$ cat src/rtl/vlu_pkg.sv
package vlu_pkg;

    localparam int OP_W = 4;

    typedef enum logic [OP_W-1:0] {
        OP_AND   = 4'd0,
        OP_BCLR  = 4'd1,
        OP_OR    = 4'd2,
        OP_ORN   = 4'd3,
        OP_XOR   = 4'd4,
        OP_NOT   = 4'd5,
        OP_INS_T = 4'd6,
        OP_INS_F = 4'd7,
        OP_SEL   = 4'd8
    } vlu_op_e;

    typedef enum logic [2:0] {
        FN_ZERO,
        FN_AND,
        FN_OR,
        FN_XOR,
        FN_NOT,
        FN_INS,
        FN_SEL
    } vlu_fn_e;

    typedef struct packed {
        vlu_fn_e fn;
        logic    inv_b;
        logic    legal;
    } vlu_ctrl_t;

endpackage

$ cat src/rtl/vlu_decode.sv
module vlu_decode
    import vlu_pkg::*;
(
    input  logic [OP_W-1:0] op,
    output vlu_ctrl_t       ctrl
);

    always_comb begin
        ctrl       = '{fn: FN_ZERO, inv_b: 1'b0, legal: 1'b1};
        case (op)
            OP_AND:   ctrl.fn = FN_AND;
            OP_BCLR:  begin ctrl.fn = FN_AND; ctrl.inv_b = 1'b1; end
            OP_OR:    ctrl.fn = FN_OR;
            OP_ORN:   begin ctrl.fn = FN_OR;  ctrl.inv_b = 1'b1; end
            OP_XOR:   ctrl.fn = FN_XOR;
            OP_NOT:   ctrl.fn = FN_NOT;
            OP_INS_T: ctrl.fn = FN_INS;
            OP_INS_F: begin ctrl.fn = FN_INS; ctrl.inv_b = 1'b1; end
            OP_SEL:   ctrl.fn = FN_SEL;
            default:  begin ctrl.fn = FN_ZERO; ctrl.legal = 1'b0; end
        endcase
    end

endmodule

$ cat src/rtl/vlu_lane.sv
module vlu_lane
    import vlu_pkg::*;
#(
    parameter int W = 32
) (
    input  vlu_fn_e      fn,
    input  logic         inv_b,
    input  logic         clr,
    input  logic [W-1:0] d,
    input  logic [W-1:0] a,
    input  logic [W-1:0] b,
    output logic [W-1:0] y
);

    logic [W-1:0] b_eff;
    logic [W-1:0] raw;

    always_comb begin
        b_eff = inv_b ? ~b : b;
        case (fn)
            FN_AND:  raw = a & b_eff;
            FN_OR:   raw = a | b_eff;
            FN_XOR:  raw = a ^ b;
            FN_NOT:  raw = ~a;
            FN_INS:  raw = d ^ ((d ^ a) & b_eff);
            FN_SEL:  raw = b ^ ((a ^ b) & d);
            default: raw = '0;
        endcase
        y = clr ? '0 : raw;
    end

endmodule

$ cat src/rtl/vec_logic_unit.sv
module vec_logic_unit
    import vlu_pkg::*;
#(
    parameter int VEC_W  = 128,
    parameter int LANE_W = 32
) (
    input  logic             clk,
    input  logic             rst,
    input  logic             in_valid,
    input  logic [OP_W-1:0]  op,
    input  logic             half_mode,
    input  logic [VEC_W-1:0] dst_old,
    input  logic [VEC_W-1:0] src_a,
    input  logic [VEC_W-1:0] src_b,
    output logic             out_valid,
    output logic [VEC_W-1:0] result,
    output logic             illegal
);

    localparam int LANES  = VEC_W / LANE_W;
    localparam int HALF_W = VEC_W / 2;

    typedef struct packed {
        logic [VEC_W-1:0] res;
        logic             vld;
        logic             ill;
    } state_t;

    vlu_ctrl_t        ctrl;
    logic [VEC_W-1:0] lane_y;
    state_t           st_d, st_q;

    vlu_decode u_decode (
        .op   (op),
        .ctrl (ctrl)
    );

    for (genvar g = 0; g < LANES; g++) begin : g_lane
        localparam bit UPPER = (g * LANE_W) >= HALF_W;
        logic clr_g;
        if (UPPER) begin : g_up
            assign clr_g = half_mode;
        end else begin : g_lo
            assign clr_g = 1'b0;
        end
        vlu_lane #(.W(LANE_W)) u_lane (
            .fn    (ctrl.fn),
            .inv_b (ctrl.inv_b),
            .clr   (clr_g),
            .d     (dst_old[g*LANE_W +: LANE_W]),
            .a     (src_a[g*LANE_W +: LANE_W]),
            .b     (src_b[g*LANE_W +: LANE_W]),
            .y     (lane_y[g*LANE_W +: LANE_W])
        );
    end

    always_comb begin
        st_d     = st_q;
        st_d.vld = in_valid;
        if (in_valid) begin
            st_d.res = lane_y;
            st_d.ill = ~ctrl.legal;
        end
    end

    always_ff @(posedge clk) begin
        if (rst) begin
            st_q <= '0;
        end else begin
            st_q <= st_d;
        end
    end

    assign out_valid = st_q.vld;
    assign result    = st_q.res;
    assign illegal   = st_q.ill;

endmodule

$ cat config.mk
export PLATFORM = sky130hd
export DESIGN_NAME = vec_logic_unit
export DESIGN_NICKNAME = d
export VERILOG_FILES = /design/src/rtl/vlu_pkg.sv /design/src/rtl/vlu_decode.sv /design/src/rtl/vlu_lane.sv /design/src/rtl/vec_logic_unit.sv
export SDC_FILE = /design/constraint.sdc
export NUM_CORES = 1
export LEC_CHECK = 0
export BUFFER_PORTS_ARGS = -buffer_cell sky130_fd_sc_hd__buf_2
export CAP_MARGIN = 10
export CORE_AREA = 2 2 204 206
export DETAILED_ROUTE_END_ITERATION = 16
export DIE_AREA = 0 0 206 208
export GPL_TIMING_DRIVEN = 0
export PLACE_DENSITY = 0.69
export SYNTH_ARGS = -nofsm -noshare
export SYNTH_HDL_FRONTEND = slang
export SYNTH_SLANG_ARGS = --single-unit
$ cat constraint.sdc
create_clock -name clk -period 2.2 [get_ports clk]
set_input_delay 0.22 -clock clk [delete_from_list [all_inputs] [get_ports clk]]
set_output_delay 0.22 -clock clk [all_outputs]
set_load 0.01 [all_outputs]
Word-level counts from Yosys, hierarchy flattened
Index checks and enable logic that the tools add are counted.

cells by class
  reductions and logical operators = 6
  bitwise gates (word level) = 41
  muxes and demuxes = 13
  equal/unequal tests = 14

operators by type and width
  kind                  number
  $pmux W32 S6          4
  $xor A32 B32 Y32      16
  $and A32 B32 Y32      12
  $not A32 Y32          8
  $mux W32              6
  $or A32 B32 Y32       4
  $pmux W3 S6           1
  $eq A4 B3 Y1 const B  4
  $eq A3 B3 Y1 const B  3
  $reduce_or A9 Y1      1
  $eq A4 B2 Y1 const B  2
  $eq A3 B2 Y1 const B  2
  $reduce_or A2 Y1      3
  $eq A4 B1 Y1 const B  1
  $eq A4 B4 Y1 const B  1
  $logic_not A4 Y1      1
  $eq A3 B1 Y1 const B  1
  $reduce_or A3 Y1      1
  $mux W1               2
  $not A1 Y1            1

word-level totals
  flip-flop bits (word level) = 130
  bits of input ports = 392
  word-level logic and storage cells = 77

Longest topological paths before layout
Gate-level depths: netlist of run 1.

  depth in word-level cells = 8
  mapped depth = 8

Hierarchy
From an unflattened synthesis of run 1, not the netlist that was laid out.

second synthesis, totals
  cells, all modules = 1871
  area, all modules = 15183.3 um^2

by module, submodules not included
  module          area each (um^2)  times used  cells each
  vlu_lane        2617.5            4           360
  vec_logic_unit  4631.9            1           419
  vlu_decode      81.3              1           12

Least setup slack after synthesis of run 1
OpenSTA, ideal clock, no wires.

  path type = in2reg
  from = input port op[0]
  to = register st_q, in the netlist result[10]
  path slack = 0.394 ns
  arrival = 1.719 ns
  data required time = 2.113 ns
  setup time = 0.087 ns
  cell stages on the path = 8
  cell sequence = buf_6 or4b_1 clkbuf_1 buf_6 buf_6 o32ai_2 a221oi_1 a221oi_2

on the way
  longest elaborated chain between the ends = 7

ends and longest elaborated chain
  item                                        RTL line              RTL
  from (decl)                                 vec_logic_unit.sv:10  input logic [OP_W-1:0] op,
  $eq A4 B1 Y1, or another cell as far along  vlu_decode.sv:10      case (op)
  $reduce_or A3 Y1 (no line)                  --
  $mux W1                                     vlu_decode.sv:10
  $mux W32                                    vlu_lane.sv:19        b_eff = inv_b ? ~b : b;
  $and A32 B32 Y32                            vlu_lane.sv:25        FN_INS: raw = d ^ ((d ^ a) & b_eff);
  $xor A32 B32 Y32                            vlu_lane.sv:25
  $pmux W32 S6 *                              vlu_lane.sv:20        case (fn)
  to (signal assigned)                        vec_logic_unit.sv:70  st_q <= st_d;
  to (decl)                                   vec_logic_unit.sv:31  state_t st_d, st_q;

Mark *: on every way between the ends. The rest lies on a longest branch, timed or not.
A chain may end at the register's enable or synchronous reset.

Worst setup path after layout of run 1
  from = input port op[3]
  to = register st_q, in the netlist result[105]

on the way
  longest elaborated chain between the ends = 8

ends and longest elaborated chain
  item                                        RTL line          RTL
  $eq A4 B1 Y1, or another cell as far along  vlu_decode.sv:10
  $reduce_or A3 Y1 (no line)                  --
  $mux W1                                     vlu_decode.sv:10
  $mux W32                                    vlu_lane.sv:19
  $and A32 B32 Y32                            vlu_lane.sv:25
  $xor A32 B32 Y32                            vlu_lane.sv:25
  $pmux W32 S6 *                              vlu_lane.sv:20
  $mux W32 *                                  vlu_lane.sv:29    y = clr ? '0 : raw;

Marks and branches as above.

==> flow_summary_export.csv, run 1 <==
group,metric,value,unit
outcome,outcome,"complete, no violations",
global_routing,grtUsageMet2,0.603,
drt,drtIter0Drc,2298,
sta,period_minus_slack,2.12,ns
clock_tree,tritoncts,"done",
floorplan,die_area,0.0428,sq mm
worst_setup_path,worst_path_largest_cell_delay,0.80,ns
sta,tightest_slew,1.08,ns
floorplan,start_util,0.458,
worst_setup_path,path_max_fanout,10,
logic_synthesis,ys_ff_latch,130,
pwr,p_leak,9.90,nW
global_routing,grt_pass1_wl,127000,um
final_layout,multiInputGateArea,0.0146,sq mm
clock_tree,htreeDepth,4,
final_layout,fillers,3948,
drt,vias_per_cell,6.53,
clock_tree,cts_num_sinks,130,
global_routing,grtUsageTotal,0.378,
logic_synthesis,syn_avg_cell_area,7.81,sq um
global_routing,grt_pass1_vias,22123,
floorplan,die_y,208,um
floorplan,core,0.0406,sq mm
worst_setup_path,worstPathRequired,2.55,ns
final_layout,area_growth,21.5,%
sta,fin_crit_sh,0.964,
clock_tree,clk_path_buf_depth,2,
worst_setup_path,critPathSlowestCell,"clkdlybuf4s15_1",
global_routing,busiest_layer,"met2",
clock_tree,cts_buffers,17,
logic_synthesis,ys_seq_area_frac,0.140,
global_routing,overflow,0,
sta,finalHoldViolations,0,
final_layout,finalNetCount,3311,
global_routing,grt_max_degree,17,
floorplan,io_pins,522,
sta,layout_setup_ws,0.0795,ns
job,max-cap-violations,0,
place,place_ws,-0.747,ns
sta,report.final.slew_viol_count,0,
drt,drt-total-wl,84500,um
logic_synthesis,synth_cells,2379,
clock_tree,cts.clk_slew.worst_paths,0.07,ns
worst_hold_path,hold_class,"input pin to flip-flop",
worst_setup_path,cpMostUsedCell,"buf_2",
worst_setup_path,criticalPathCategory,"input pin to flip-flop",
logic_synthesis,synth-warning-count,0,
worst_setup_path,crit_path_end_kind,"flip-flop",
place,gp_congestion,0.954,
global_routing,met3_usage,0.0822,
place,portBuffers,520,
final_layout,drive_above_1_share,0.283,
drt,drc,0,
logic_synthesis,netlist_area,0.0186,sq mm
global_routing,use_met1,0.473,
logic_synthesis,mappedNetlistNets,2771,
drt,first_pass_iters,6,
pwr,peakVddDrop,586,uV
clock_tree,cts_root_buf,"clkbuf_16",
sta,relSlewSlack,0.271,
sta,max_freq,0.472,GHz
sta,finalSetupViolations,0,
drt,wl_per_cell,24.2,um
final_layout,register_area,0.00260,sq mm
global_routing,antenna_found_initial,37,
logic_synthesis,synthDistinctLibCells,37,
clock_tree,insertion_delay,0.47,ns
sta,timing.hold.ws,0.0898,ns
worst_setup_path,worstPathArrival,2.47,ns
drt,num_vias,22801,
floorplan,row_count,74,
place,dpl.hpwl,60500,um
sta,skew,0,ns
drt,ant_nets,0,
worst_setup_path,cp-start-kind,"input pin",
worst_setup_path,worstPathCellList,"buf_2 -> buf_2 -> clkdlybuf4s15_1 -> clkbuf_1 -> nor3b_1 -> o211a_1 -> o31ai_1 -> nand3_1",
floorplan,die_x,206,um
pwr,p_per_area,414,mW/mm^2
sta,rsz0062_at_grt,"no",
-- synth_stat cells, drive strengths merged --
master,instances,share of area
a211oi,1,0.00040
a221oi,190,0.11
a32o,33,0.018
and2,1,0.00034
and3b,33,0.016
buf,79,0.023
clkbuf,162,0.033
clkinv,1,0.00020
dfxtp,130,0.14
inv,96,0.019
mux2i,95,0.051
nand2,319,0.064
nand3,33,0.0089
nand3b,1,0.00040
nand4bb,1,0.00061
nor2,37,0.0075
nor2b,289,0.097
nor3,37,0.010
nor3b,99,0.040
o211a,66,0.036
o21ba,95,0.051
o221ai,95,0.045
o22ai,95,0.032
o31a,1,0.00047
o31ai,67,0.027
o32ai,95,0.065
or2,1,0.00034
or3,1,0.00034
or3b,1,0.00047
or4b,2,0.0011
xnor2,128,0.060
xor2,95,0.045
-- report_power, final --
group	leakage [nW]	switching (mW)	internal, mW
combinational	8.55	2.18	1.47
clock	0.300	1.33	1.86
sequential	1.05	0.0616	2.43
total	9.90	3.58	5.76
-- critical path, delay by kind of cell --
kind / cells / cell delay, ns
buffers and inverters: 4 / 1.56
AND/OR/NAND/NOR: 2 / 0.22
AO/OA/AOI/OAI: 2 / 0.47
-- per-layer routing --
metal	share of wire	vias up
met4	0.048	16
met2	0.46	1458
met3	0.10	271
met1	0.39	10958
met5	0.0013	-
li1	-	10098
-- final cells by class --
cell class	instances	share of cell area
Multi-Input combinational cell	1911	0.646
Timing Repair Buffer	521	0.116
Sequential cell	130	0.115
Buffer	241	0.0472
Tap cell	532	0.0295
Clock buffer	22	0.0210
Inverter	97	0.0161
Clock inverter	10	0.00582
Antenna cell	30	0.00333
-- flip-flops by register name, summed over array words and instances, names as in the netlist --
register	flops
illegal	1
out_valid	1
result	128
-- worst paths after layout --
kind / from / end / slack, ns / cells after the start
worst max-delay path: op[3] / result[105]$_SDFFE_PP0P_ / 0.08 / 8
worst min-delay path: in_valid / illegal$_SDFFE_PP0P_ / 0.09 / 3
worst max register to register: result[54]$_SDFFE_PP0P_ / result[54]$_SDFFE_PP0P_ / 1.17 / 2
worst min register to register: result[33]$_SDFFE_PP0P_ / result[33]$_SDFFE_PP0P_ / 0.45 / 2
-- kinds of logic after synthesis --
| logic type | after synthesis | share of synthesized area |
|---|---|---|
| xor gates and xnor gates | 223 | 0.105 |
| buffers and inverters | 338 | 0.0752 |
| muxes | 95 | 0.0512 |
| AOI/OAI and AO/OA | 738 | 0.381 |
| DFF | 130 | 0.140 |
| and+or+nand+nor | 855 | 0.248 |
-- cell usage in the layout, fill, tap and decap left out, types with 50 or more instances in the layout --
cell,synthesis,layout
o21ba_2,95,95
nand2_1,319,319
o211a_1,66,66
o22ai_1,95,95
nor3b_1,99,99
a221oi_1,140,140
o31ai_1,67,67
o221ai_1,95,95
mux2i_1,95,95
buf_2,54,579
o32ai_2,50,50
inv_1,96,96
xor2_1,95,95
dfxtp_1,130,130
a221oi_2,50,50
nor2b_1,289,289
clkbuf_1,162,153
xnor2_1,128,128
-- stage by stage --
| step | total power [mW] | area, sq um | cells | util | TNS (ns) |
|---|---|---|---|---|---|
| after global routing | 9.67 | 22600 | 3489 | 0.556 | 0 |
| after global placement | 5.99 | 21800 | 3431 | 0.539 | -75.27 |
| after CTS | 9.26 | 22500 | 3464 | 0.554 | 0 |
| after floorplan | 4.69 | 18600 | 2379 | - | 0 |
| final | 9.34 | 22600 | 3494 | 0.557 | 0 |
| after detailed placement | 6.09 | 21800 | 3431 | 0.539 | -76.68 |
-- repair_timing --
| action | in CTS | in global routing |
|---|---|---|
| gates resized for setup | 13 | 15 |
| hold buffers | 1 | 0 |
| endpoints found under the setup margin | 107 | 83 |
| hold endpoints to repair | 1 | 0 |
| pin swaps | 0 | 0 |
| setup buffers | 0 | 0 |
(Power assumes the default switching activity.)
==> run 2: changes to the inputs <==
CORE_AREA = 2 2 206 208   (was 2 2 204 206)
CTS_BUF_LIST = sky130_fd_sc_hd__clkbuf_4   (was default)
DIE_AREA = 0 0 208 210   (was 0 0 206 208)
MAX_ROUTING_LAYER = met4   (was default)
PLACE_DENSITY = 0.6   (was 0.69)
SYNTH_HIERARCHICAL = 1   (was default)
==> flow_summary_export.csv, run 2 <==
group,metric,value,unit
final_layout,largest_register_ffs,128,
global_routing,antenna_found_initial,19,
floorplan,row_count,75,
worst_setup_path,critPathSlowestCell,"a211oi_4",
pwr,swShare,0.400,
floorplan,die_y,210,um
global_routing,overflow,0,
clock_tree,cts_num_sinks,130,
pwr,clkPwrFrac,0.245,
floorplan,core,0.0415,sq mm
worst_setup_path,worstPathArrival,2.66,ns
sta,tightest_slew,0.709,ns
sta,layout_setup_ws,0.132,ns
logic_synthesis,synth_common_cells,"257 x xor2_1, 256 x mux2i_1, 131 x nor2b_1",
place,portBuffers,519,
clock_tree,cts_buffers,17,
place,placed_cells,2932,
worst_setup_path,cp-start-kind,"input pin",
drt,drtIter0Drc,1275,
logic_synthesis,syn_avg_cell_area,8.12,sq um
logic_synthesis,yosysTopAreaCell,"dfxtp_1",
clock_tree,insertion_delay,0.72,ns
worst_setup_path,worstPathRequired,2.79,ns
drt,first_pass_iters,5,
pwr,p_leak,9.00,nW
pwr,p_int,4.72,mW
pwr,p_comb_frac,0.441,
logic_synthesis,synthTopCellsByArea,"dfxtp_1 17%, mux2i_1 17%, xor2_1 15%, a211o_1 7.4%, a32oi_1 7.4%",
drt,drc,0,
worst_hold_path,min_path_cells,6,
worst_setup_path,path_max_fanout,10,
global_routing,grtUsageTotal,0.286,
drt,drt-total-wl,64000,um
worst_hold_path,hold_class,"input pin to flip-flop",
floorplan,die_area,0.0437,sq mm
global_routing,grt_pass1_wl,97600,um
sta,finalHoldViolations,0,
outcome,outcome,"complete, no violations",
worst_setup_path,reg2reg_to,"result[125]$_SDFFE_PP0P_",
worst_setup_path,worstPathCellList,"buf_2 -> nor2b_1 -> a211oi_4 -> buf_6 -> nand2b_1 -> clkbuf_1 -> a211o_1 -> a31oi_1 -> mux2i_1 -> nor2_1",
sta,report.final.slew_viol_count,0,
worst_setup_path,crit_path_end_kind,"flip-flop",
logic_synthesis,synth-warning-count,6,
clock_tree,clk_path_buf_depth,2,
sta,rsz0062_at_grt,"no",
job,max-cap-violations,0,
drt,vias_per_cell,5.77,
floorplan,start_util,0.366,
sta,skew,0,ns
sta,finalSetupTns,0,ns
pwr,seqPwrFrac,0.314,
final_layout,mostFrequentLayoutCells,"557 x buf_2, 257 x xor2_1, 256 x mux2i_1, 146 x dlygate4sd3_1, 131 x nor2b_1",
global_routing,grt_max_degree,25,
worst_setup_path,worst_path_largest_cell_delay,0.65,ns
pwr,switchingPower,3.15,mW
pwr,power.total,7.88,mW
worst_setup_path,r2r-start,"result[125]$_SDFFE_PP0P_",
clock_tree,cts.clk_slew.worst_paths,0.14,ns
worst_hold_path,hp-start,"dst_old[127]",
sta,relSlewSlack,0.526,
global_routing,grt_pass1_vias,17970,
drt,wl_per_cell,20.4,um
sta,period_minus_slack,2.07,ns
final_layout,fillers,4117,
sta,finalSetupViolations,0,
logic_synthesis,yosys.area.top_type_share,0.171,
final_layout,fin_cells,3132,
clock_tree,tritoncts,"done",
worst_setup_path,criticalPathCategory,"input pin to flip-flop",
logic_synthesis,ys_ff_latch,130,
logic_synthesis,synthDistinctLibCells,32,
logic_synthesis,netlist_area,0.0152,sq mm
final_layout,drive_above_1_share,0.256,
place,dpl.hpwl,47000,um
drt,ant_nets,0,
clock_tree,cts_root_buf,"clkbuf_4",
worst_setup_path,ff2ff_setup_slack,1.52,ns
final_layout,finalNetCount,2950,
floorplan,die_x,208,um
floorplan,io_pins,522,
sta,fin_crit_sh,0.940,
pwr,peakVddDrop,296,uV
logic_synthesis,ys_seq_area_frac,0.171,
logic_synthesis,synth_cells,1871,
place,place_ws,-1.07,ns
place,gp_congestion,0.890,
logic_synthesis,async_flop_share,0,
final_layout,area_growth,33.8,%
sta,max_freq,0.483,GHz
logic_synthesis,synth_edf_count,0,
clock_tree,htreeDepth,4,
logic_synthesis,yosys_most_used_dff,"dfxtp_1",
pwr,p_per_area,388,mW/mm^2
worst_setup_path,reg2reg_depth,2,
final_layout,layout_commonest_cell,"buf_2",
logic_synthesis,yosysMostFrequentCell,"xor2_1",
worst_hold_path,whs_endpoint,"result[127]$_SDFFE_PP0P_",
drt,num_vias,18066,
==> run 2: changes by cell type in the layout (fill, tap and decap cells not counted), sizes merged, moves of 129 or more <==
cell / before / now
a221oi: 190 / 0
dlygate4sd3: 1 / 146
mux2i: 95 / 256
nand2: 319 / 128
nor2b: 289 / 131
o21ai: 0 / 129
xor2: 95 / 257
==> run 2: how the worst max path moves through the flow <==
stage,slack (ns),startpoint,cells past startpoint,endpoint
after floorplan,0.02,op[0],10,result[11]$_SDFFE_PP0P_
after global placement,-1.02,op[2],11,result[126]$_SDFFE_PP0P_
after detailed placement,-1.07,op[1],10,result[13]$_SDFFE_PP0P_
after CTS,0.006,op[2],11,result[126]$_SDFFE_PP0P_
after global routing,0.06,op[2],12,result[3]$_SDFFE_PP0P_
final,0.13,op[2],10,result[3]$_SDFFE_PP0P_
==> run 2: what timing repair did <==
item,in CTS,in global routing
setup endpoints to repair,120,118
gates resized for setup,1,2
setup buffers,0,0
hold buffers,146,0
hold endpoints to repair,128,0
==> run 2: cell families (layout without fill, tap and decap cells) <==
family	Yosys count	after routing	synth area share
xor gates and xnor gates	257	257	0.148
DFF	130	130	0.171
other	1	24	0.000247
AOI/OAI and AO/OA	645	645	0.309
buffers and inverters	162	861	0.0676
muxes	256	256	0.169
and+or+nand+nor	420	420	0.135
==> run 2: worst max-delay path: cells and delay by family <==
| family | cells | cell delay (ns) |
|---|---|---|
| AO/OA/AOI/OAI | 3 | 0.91 |
| buffers and inverters | 3 | 0.86 |
| AND/OR/NAND/NOR | 3 | 0.48 |
| multiplexers | 1 | 0.16 |
==> run 2: cell type report <==
type	instances	area, sq um	share of cell area
diodes	22	55.1	0.00271
plain buffers	161	1020	0.0503
clock buffers	18	135	0.00665
clock inverters	14	164	0.00807
inverters	1	3.75	0.000185
multi-input cells	1580	11600	0.570
flip-flops and latches	130	2600	0.128
well taps	539	674	0.0332
repair buffers	667	4080	0.201
==> run 2: routing by layer <==
metal / wire length (um) / track usage
met5: 0 / -
met4: 2530 / 0.132
met3: 4610 / 0.0608
met2: 30300 / 0.468
met1: 26500 / 0.338
==> run 2: power groups by stage <==
stage	registers (mW)	logic, mW	clock network [mW]
floorplan	2.55	1.90	0
global placement	2.52	3.06	0
detailed placement	2.52	3.18	0
CTS	2.47	3.41	2.03
global route	2.48	3.74	2.10
finish	2.47	3.47	1.93
==> run 2: metrics by stage <==
step,cell area (sq um),utilization,hold slack (ns)
floorplan,15200,-,0.395
global placement,18500,0.445,0.469
detailed placement,18500,0.446,0.477
CTS,20200,0.488,0.0000673
global route,20300,0.490,0.0608
finish,20300,0.490,0.104
